===== config.mk =====
export PLATFORM = sky130hd
export DESIGN_NAME = cursor_overlay_mixer
export DESIGN_NICKNAME = d
export VERILOG_FILES = /design/src/rtl/cursor_mix_pkg.sv /design/src/rtl/cursor_window.sv /design/src/rtl/cursor_color_sel.sv /design/src/rtl/cursor_overlay_mixer.sv
export SDC_FILE = /design/constraint.sdc
export NUM_CORES = 1
export LEC_CHECK = 0
export BUFFER_PORTS_ARGS = -buffer_cell sky130_fd_sc_hd__buf_2
export CORE_MARGIN = 5
export CORE_UTILIZATION = 23
export CTS_CLUSTER_DIAMETER = 200
export DETAILED_ROUTE_END_ITERATION = 7
export PLACE_DENSITY = 0.51
export SLEW_MARGIN = 40
export SYNTH_ARGS = -nofsm -noshare
export SYNTH_HDL_FRONTEND = slang
export SYNTH_SLANG_ARGS = --single-unit

===== constraint.sdc =====
create_clock -name clk -period 3.36 [get_ports clk]
set_input_delay 0.168 -clock clk [delete_from_list [all_inputs] [get_ports clk]]
set_output_delay 0.168 -clock clk [all_outputs]
set_load 0.005 [all_outputs]

===== src/rtl/cursor_mix_pkg.sv =====
package cursor_mix_pkg;

    localparam int COORD_W        = 12;
    localparam int IDX_W          = 8;
    localparam int CHAN_W         = 8;
    localparam int RGB_W          = 3 * CHAN_W;
    localparam int CUR_DIM        = 64;
    localparam int CODE_W         = 2;
    localparam int PAT_W          = 16;
    localparam int CUR_COLORS     = 3;
    localparam int CODES_PER_WORD = PAT_W / CODE_W;
    localparam int OFF_W          = $clog2(CUR_DIM);
    localparam int COL_LO_W       = $clog2(CODES_PER_WORD);
    localparam int PAT_AW         = 2 * OFF_W - COL_LO_W;
    localparam int POS_W          = 2 * COORD_W;

    typedef logic [RGB_W-1:0]   rgb_t;
    typedef logic [COORD_W-1:0] coord_t;
    typedef logic [CODE_W-1:0]  code_t;

    typedef struct packed {
        logic   valid;
        coord_t x;
        coord_t y;
    } pix_tag_t;

    typedef struct packed {
        pix_tag_t              tag;
        logic                  hit;
        logic [COL_LO_W-1:0]   col_lo;
    } stage1_t;

    typedef struct packed {
        pix_tag_t tag;
        rgb_t     rgb;
    } stage2_t;

    // One-axis window test, widened by one bit so the upper bound cannot wrap.
    function automatic logic in_span(input coord_t p, input coord_t corner);
        logic [COORD_W:0] pe;
        logic [COORD_W:0] lo;
        logic [COORD_W:0] hi;
        pe = {1'b0, p};
        lo = {1'b0, corner};
        hi = lo + (COORD_W + 1)'(CUR_DIM);
        return (pe >= lo) && (pe < hi);
    endfunction

    // Pick the code for one column out of a packed pattern word.
    function automatic code_t code_at(input logic [PAT_W-1:0] word,
                                      input logic [COL_LO_W-1:0] col);
        return word[col * CODE_W +: CODE_W];
    endfunction

endpackage


===== src/rtl/cursor_window.sv =====
module cursor_window
    import cursor_mix_pkg::*;
(
    input  coord_t                pix_x,
    input  coord_t                pix_y,
    input  logic [POS_W-1:0]      pos,
    input  logic                  disable_cur,
    output logic                  hit,
    output logic [PAT_AW-1:0]     word_addr,
    output logic [COL_LO_W-1:0]   col_lo
);
    coord_t corner_x;
    coord_t corner_y;
    coord_t dx;
    coord_t dy;

    always_comb begin
        corner_x  = pos[POS_W-1:COORD_W];
        corner_y  = pos[COORD_W-1:0];
        dx        = pix_x - corner_x;
        dy        = pix_y - corner_y;
        hit       = !disable_cur && in_span(pix_x, corner_x) && in_span(pix_y, corner_y);
        word_addr = {dy[OFF_W-1:0], dx[OFF_W-1:COL_LO_W]};
        col_lo    = dx[COL_LO_W-1:0];
    end
endmodule


===== src/rtl/cursor_color_sel.sv =====
module cursor_color_sel
    import cursor_mix_pkg::*;
(
    input  logic                        hit,
    input  logic [COL_LO_W-1:0]         col_lo,
    input  logic [PAT_W-1:0]            pat_word,
    input  rgb_t                        base_rgb,
    input  logic [CUR_COLORS*RGB_W-1:0] cur_colors,
    output rgb_t                        rgb
);
    localparam int SLOTS = 2 ** CODE_W;

    rgb_t  slot [SLOTS];
    code_t code;
    code_t sel;

    for (genvar g = 0; g < SLOTS; g++) begin : g_slot
        if (g < CUR_COLORS) begin : g_used
            assign slot[g] = cur_colors[g*RGB_W +: RGB_W];
        end else begin : g_unused
            assign slot[g] = '0;
        end
    end

    always_comb begin
        code = code_at(pat_word, col_lo);
        sel  = code - CODE_W'(1);
        rgb  = base_rgb;
        if (hit && code != '0) begin
            rgb = slot[sel];
        end
    end
endmodule


===== src/rtl/cursor_overlay_mixer.sv =====
module cursor_overlay_mixer
    import cursor_mix_pkg::*;
(
    input  logic        clk,
    input  logic        rst,
    input  logic        in_valid,
    input  logic [11:0] in_x,
    input  logic [11:0] in_y,
    input  logic [7:0]  in_index,
    input  logic [23:0] cur_pos,
    input  logic        cur_disable,
    output logic [8:0]  pat_addr,
    input  logic [15:0] pat_rdata,
    output logic [7:0]  pal_addr,
    input  logic [23:0] pal_rdata,
    input  logic [71:0] cur_colors,
    output logic        out_valid,
    output logic [11:0] out_x,
    output logic [11:0] out_y,
    output logic [23:0] out_rgb
);
    logic                hit0;
    logic [COL_LO_W-1:0] col0;
    stage1_t             s1_q;
    stage2_t             s2_q;
    rgb_t                mixed;

    cursor_window u_window (
        .pix_x       (in_x),
        .pix_y       (in_y),
        .pos         (cur_pos),
        .disable_cur (cur_disable),
        .hit         (hit0),
        .word_addr   (pat_addr),
        .col_lo      (col0)
    );

    assign pal_addr = in_index;

    always_ff @(posedge clk) begin
        if (rst) begin
            s1_q <= '0;
        end else begin
            s1_q.tag.valid <= in_valid;
            s1_q.tag.x     <= in_x;
            s1_q.tag.y     <= in_y;
            s1_q.hit       <= hit0;
            s1_q.col_lo    <= col0;
        end
    end

    cursor_color_sel u_sel (
        .hit        (s1_q.hit),
        .col_lo     (s1_q.col_lo),
        .pat_word   (pat_rdata),
        .base_rgb   (pal_rdata),
        .cur_colors (cur_colors),
        .rgb        (mixed)
    );

    always_ff @(posedge clk) begin
        if (rst) begin
            s2_q <= '0;
        end else begin
            s2_q.tag <= s1_q.tag;
            s2_q.rgb <= mixed;
        end
    end

    assign out_valid = s2_q.tag.valid;
    assign out_x     = s2_q.tag.x;
    assign out_y     = s2_q.tag.y;
    assign out_rgb   = s2_q.rgb;
endmodule


After elaboration in Yosys (flattened, before gate mapping) --
Index checks and enable logic that the tools add are counted.
Cells by class: bitwise gates (word level) 1, equal/unequal tests 0, add/subtract/negate cells 5, multiply operators 0, multiplexer cells 4, magnitude comparators 5, reduce and logical (&&, ||, !) cells 7, shift operators 1, div/mod/pow operators 0
Operators with widths (count):
- two-way mux 24 bit | 3
- binary-select mux 24 bit (select 2 bit) | 1
- adder 12 x 7 -> 13 bit (second input constant) | 2
- less-than comparator 12 x 13 -> 1 bit | 2
- >= comparator 12 bit | 2
- variable part select 16 x 5 -> 2 bit | 1
- subtractor 6 bit | 2
- logical AND 1 bit | 5
- >= comparator 3 bit (second input constant) | 1
- inverter 2 -> 3 bit | 1
- nonzero test 2 bit | 1
- subtractor 2 x 1 -> 2 bit (second input constant) | 1
- zero test 1 bit | 1
Storage, ports and cells: input bits 172, memories 0, logic and storage cells 32, bits in registers 78, output and inout port bits 66, RAM bits 0, ROM bits 0, bits in latches 0

Longest topological paths before layout --
depth in word-level cells 7, gate-level depth with buffers 10, mapped depth without buffers 9

By module --
Synthesis repeated with hierarchy kept, for this count alone.
Unflattened totals: cells, all modules 487, area total of the unflattened synthesis 4501.8 sq um
By module, submodules not included:
- cursor_overlay_mixer | times used 1, area an instance 2164.6 sq um, cells an instance 172, sequential area each 1561.5 sq um
- cursor_window | times used 1, area an instance 1300.0 sq um, cells an instance 168, sequential area each 0.0 sq um
- cursor_color_sel | times used 1, area an instance 1037.2 sq um, cells an instance 147, sequential area each 0.0 sq um

Worst setup path after synthesis --
Ideal clock, no wire load.
path kind reg-to-reg, start register, netlist name s1_q[1], end register s2_q, in the netlist out_rgb[13], cell stages (with the launch flop) 10, buffers on the path 2, data required time 3291 ps, period minus slack after synthesis 2744 ps, setup time 69 ps, path slack 616 ps, arrival 2674 ps, cells stage by stage dfxtp_1 -> mux4_2 -> mux2i_4 -> buf_6 -> ha_1 -> inv_1 -> a21oi_1 -> buf_1 -> a22oi_2 -> o21ai_1
On the way: longest elaborated chain between the ends 7, elaborated cells between the ends (all ways) 9, classes of those cells 1 x add/sub; 1 x shift; 4 x mux; 1 x bitwise; 2 x reduce/logical
Ends and longest elaborated chain:
- variable part select 16 x 5 -> 2 bit (*) | line cursor_mix_pkg.sv:52 | return word[col * CODE_W +: CODE_W];
- subtractor 2 x 1 -> 2 bit | line cursor_color_sel.sv:27 | sel = code - CODE_W'(1);
- inverter 2 -> 3 bit (not written as such) | line cursor_color_sel.sv:30 | rgb = slot[sel];
- binary-select mux 24 bit (select 2 bit) | line cursor_color_sel.sv:30
- two-way mux 24 bit (not written as such) (2 in series) | line cursor_color_sel.sv:30
- two-way mux 24 bit (*) | line cursor_color_sel.sv:29 | if (hit && code != '0) begin
- end, declared | line cursor_overlay_mixer.sv:25 | stage2_t s2_q;
Every way passes the cells marked *; elsewhere a longest branch is shown, timed or not. The select of a mux whose other input is x is not followed. A chain may end at the register's enable or synchronous reset.

Worst setup path in the final report --
start register, netlist name s1_q[1], end register s2_q, in the netlist out_rgb[12]
On the way: longest elaborated chain between the ends 7, elaborated cells between the ends (all ways) 9, classes of those cells 1 x add/sub; 1 x shift; 4 x mux; 1 x bitwise; 2 x reduce/logical
Ends and longest elaborated chain (line):
- variable part select 16 x 5 -> 2 bit (*) | cursor_mix_pkg.sv:52
- subtractor 2 x 1 -> 2 bit | cursor_color_sel.sv:27
- inverter 2 -> 3 bit (not written as such) | cursor_color_sel.sv:30
- binary-select mux 24 bit (select 2 bit) | cursor_color_sel.sv:30
- two-way mux 24 bit (not written as such) (2 in series) | cursor_color_sel.sv:30
- two-way mux 24 bit (*) | cursor_color_sel.sv:29
Marked as above.

==> reports/qor.csv <==
metric,value,unit
final_util,32.54,%
viasPerCell,4.333,
critPathLaunchType,register,
crit_chain,mux4_2 -> mux2i_4 -> ha_1 -> nor4_4 -> buf_4 -> a22oi_1 -> o21ai_1,
clock_sinks,78,
outcome,finished clean,
cellPowerDensity,446.2,mW/mm^2
critPathArrivalTime,2.63,ns
path_clk_slew,0.06,ns
die_w,142.6,um
core_area,0.01730,sq mm
die_h,142.6,um
ys_types,44,
hold_viol_final,0,
synthMuxAreaShare,8.978,%
post_cts_resize_count,0,
path_class,register to register,
synth_xor_area_share,3.467,%
h-tree-depth,3,
grtUsageTotal,12.27,%
io_pins,238,
syn_to_final_growth,39.26,%
tightest_slew,0.5228,ns
ys_seq_area_share,38.64,%
slowest_delay,0.56,ns
leakagePower,2.814,nW
synthAdderAreaFrac,13.07,%
ys_ff_latch,78,
antenna_cells,0,
fin_crit,2.361,ns
gp_routability_congestion,0.9317,
grt_pass1_vias,3897,
overflow,0,
start_util,23.37,%
clock_path_buffers,2,
synth_area,0.004041,sq mm
cts_tree,yes,
synth-async-reset-ratio,0,%
fin_setup_tns,0,ns
ant_nets,0,
pre_cts_ws,0.9837,ns
maxCapViolCount,0,
setup_violations,0,
rsz0062_at_grt,no,
wirelength,12980,um
critPathSlowestCell,mux4_2,
wl_per_cell,15.29,um
antenna_found_initial,0,
ir_worst_vdd,208.7,uV
dieArea,0.02032,sq mm
row_count,48,
avgSynthCellArea,9.979,sq um
synthSimpleGateAreaFrac,13.84,%
grt_pass1_wl,19720,um
io_buffers,221,
finalCritPeriodShare,70.27,%
cts-buffers-inserted,9,
stdcell_count,849,
dp_hpwl,10850,um
dp.cells,834,
clock-root-buffer,clkbuf_16,
grt_max_degree,52,
hold_path.class,input port to register,
total_power,2.511,mW
synth_top_family_by_area,compound AO/OA/AOI/OAI gates,
drc_errors,0,
drive_gt1_share,41.35,%
cts_hold_buffers,0,
crit_path_max_fanout,24,
postSynthCellCount,405,
vias,3679,
yosys_warnings,0,
fin_nets,833,
slew_viol_final,0,
synth_edf_count,0,
synth_compound_area_share,15.42,%
clk_latency,0.34,ns
endpoint_kind,register,
synthFlopType,dfxtp_1,
post_cts.repair.setup_buffers,0,
skew,0.005949,ns
cp.required,3.63,ns
drtIter0Drc,77,
postSynthNetCount,618,
slew_headroom,65.15,%
fmax,423.5,MHz
layout_setup_ws,0.9989,ns
dr.pass1.iters,4,
-- cells in the mapped netlist, drive strengths merged (6+ instances only) --
master | n | area, sq um
dfxtp | 78 | 1562
nor2b | 49 | 306.5
ha | 39 | 488.0
inv | 33 | 123.9
o21ai | 29 | 145.1
mux2i | 26 | 272.8
a22oi | 24 | 230.2
a21oi | 15 | 75.07
buf | 14 | 112.6
nor2 | 14 | 52.55
xnor2 | 13 | 113.9
nand3 | 10 | 50.05
clkbuf | 8 | 30.03
a21o | 6 | 45.04
nand2 | 6 | 22.52
-- where the power goes --
group / internal [mW] / leakage, nW / switching (mW)
Combinational: 0.272 / 2.02 / 0.263
Sequential: 0.974 / 0.647 / 0.0167
Clock: 0.612 / 0.149 / 0.374
-- layout by cell type (no fill, tap or decap), types with 3 or more instances in the layout --
master	n
a21o_1	6
a21oi_1	14
a22oi_1	14
a22oi_2	10
buf_2	221
buf_4	5
clkbuf_16	9
dfxtp_1	78
ha_1	39
inv_1	33
mux2i_1	25
mux4_2	4
nand2_1	6
nand3_1	10
nand4b_1	3
nor2_1	14
nor2b_1	49
o21ai_0	5
o21ai_1	24
xnor2_1	13
xor2_1	3
-- kinds of logic after synthesis --
logic type                 Yosys count
buffers and inverters               55
AOI/OAI and AO/OA                   90
DFF                                 78
muxes                               30
adders and majority gates           41
and+or+nand+nor                     95
xor gates and xnor gates            16
-- critical path, delay by kind of cell, from the launching register on --
family / cells / cell delay (ns)
simple gates: 1 / 0.26
fa+ha+maj: 1 / 0.29
flops: 1 / 0.42
compound gates: 2 / 0.23
mux: 2 / 0.73
buf+inv: 1 / 0.34
-- area by class of cell --
class | count | area (sq um)
fillers | 1831 | 11670
well taps | 225 | 281.5
multi-input cells | 272 | 2217
inverters | 33 | 123.9
flip-flops and latches | 78 | 1562
clock inverters | 3 | 43.79
repair buffers | 226 | 1144
clock buffers | 12 | 256.5
-- routing by layer --
layer	part of all wire, %	GRT usage, %	wire (um)
met1	40	13.78	5181
met2	49	21.91	6315
met3	9.5	3.562	1233
met4	1.9	4.652	249
met5	0	0	0
-- flip-flops by register name (all words and copies together), names as in the netlist --
name       flops
out_rgb       24
out_valid      1
out_x         12
out_y         12
s1_q          29
-- metrics by stage --
stage / hold WS, ns / instance area [sq um]
CTS: 0.01896 / 5628
detailed placement: 0.3360 / 5328
floorplan: 0.2920 / 4041
global placement: 0.3360 / 5328
global route: 0.04057 / 5628
finish: 0.04404 / 5628
-- path summary, 6_finish.rpt --
kind / startpoint / endpoint / slack, ns / cells after the start
worst max-delay path: s1_q[1]$_SDFF_PP0_ / out_rgb[12]$_SDFF_PP0_ / 1.0 / 7
worst min register to register: s1_q[27]$_SDFF_PP0_ / out_x[11]$_SDFF_PP0_ / 0.43 / 1
worst max register to register: s1_q[1]$_SDFF_PP0_ / out_rgb[12]$_SDFF_PP0_ / 1.0 / 7
worst min-delay path: in_valid / s1_q[28]$_SDFF_PP0_ / 0.04 / 2
Note: power is estimated with default switching activity, not from simulation.
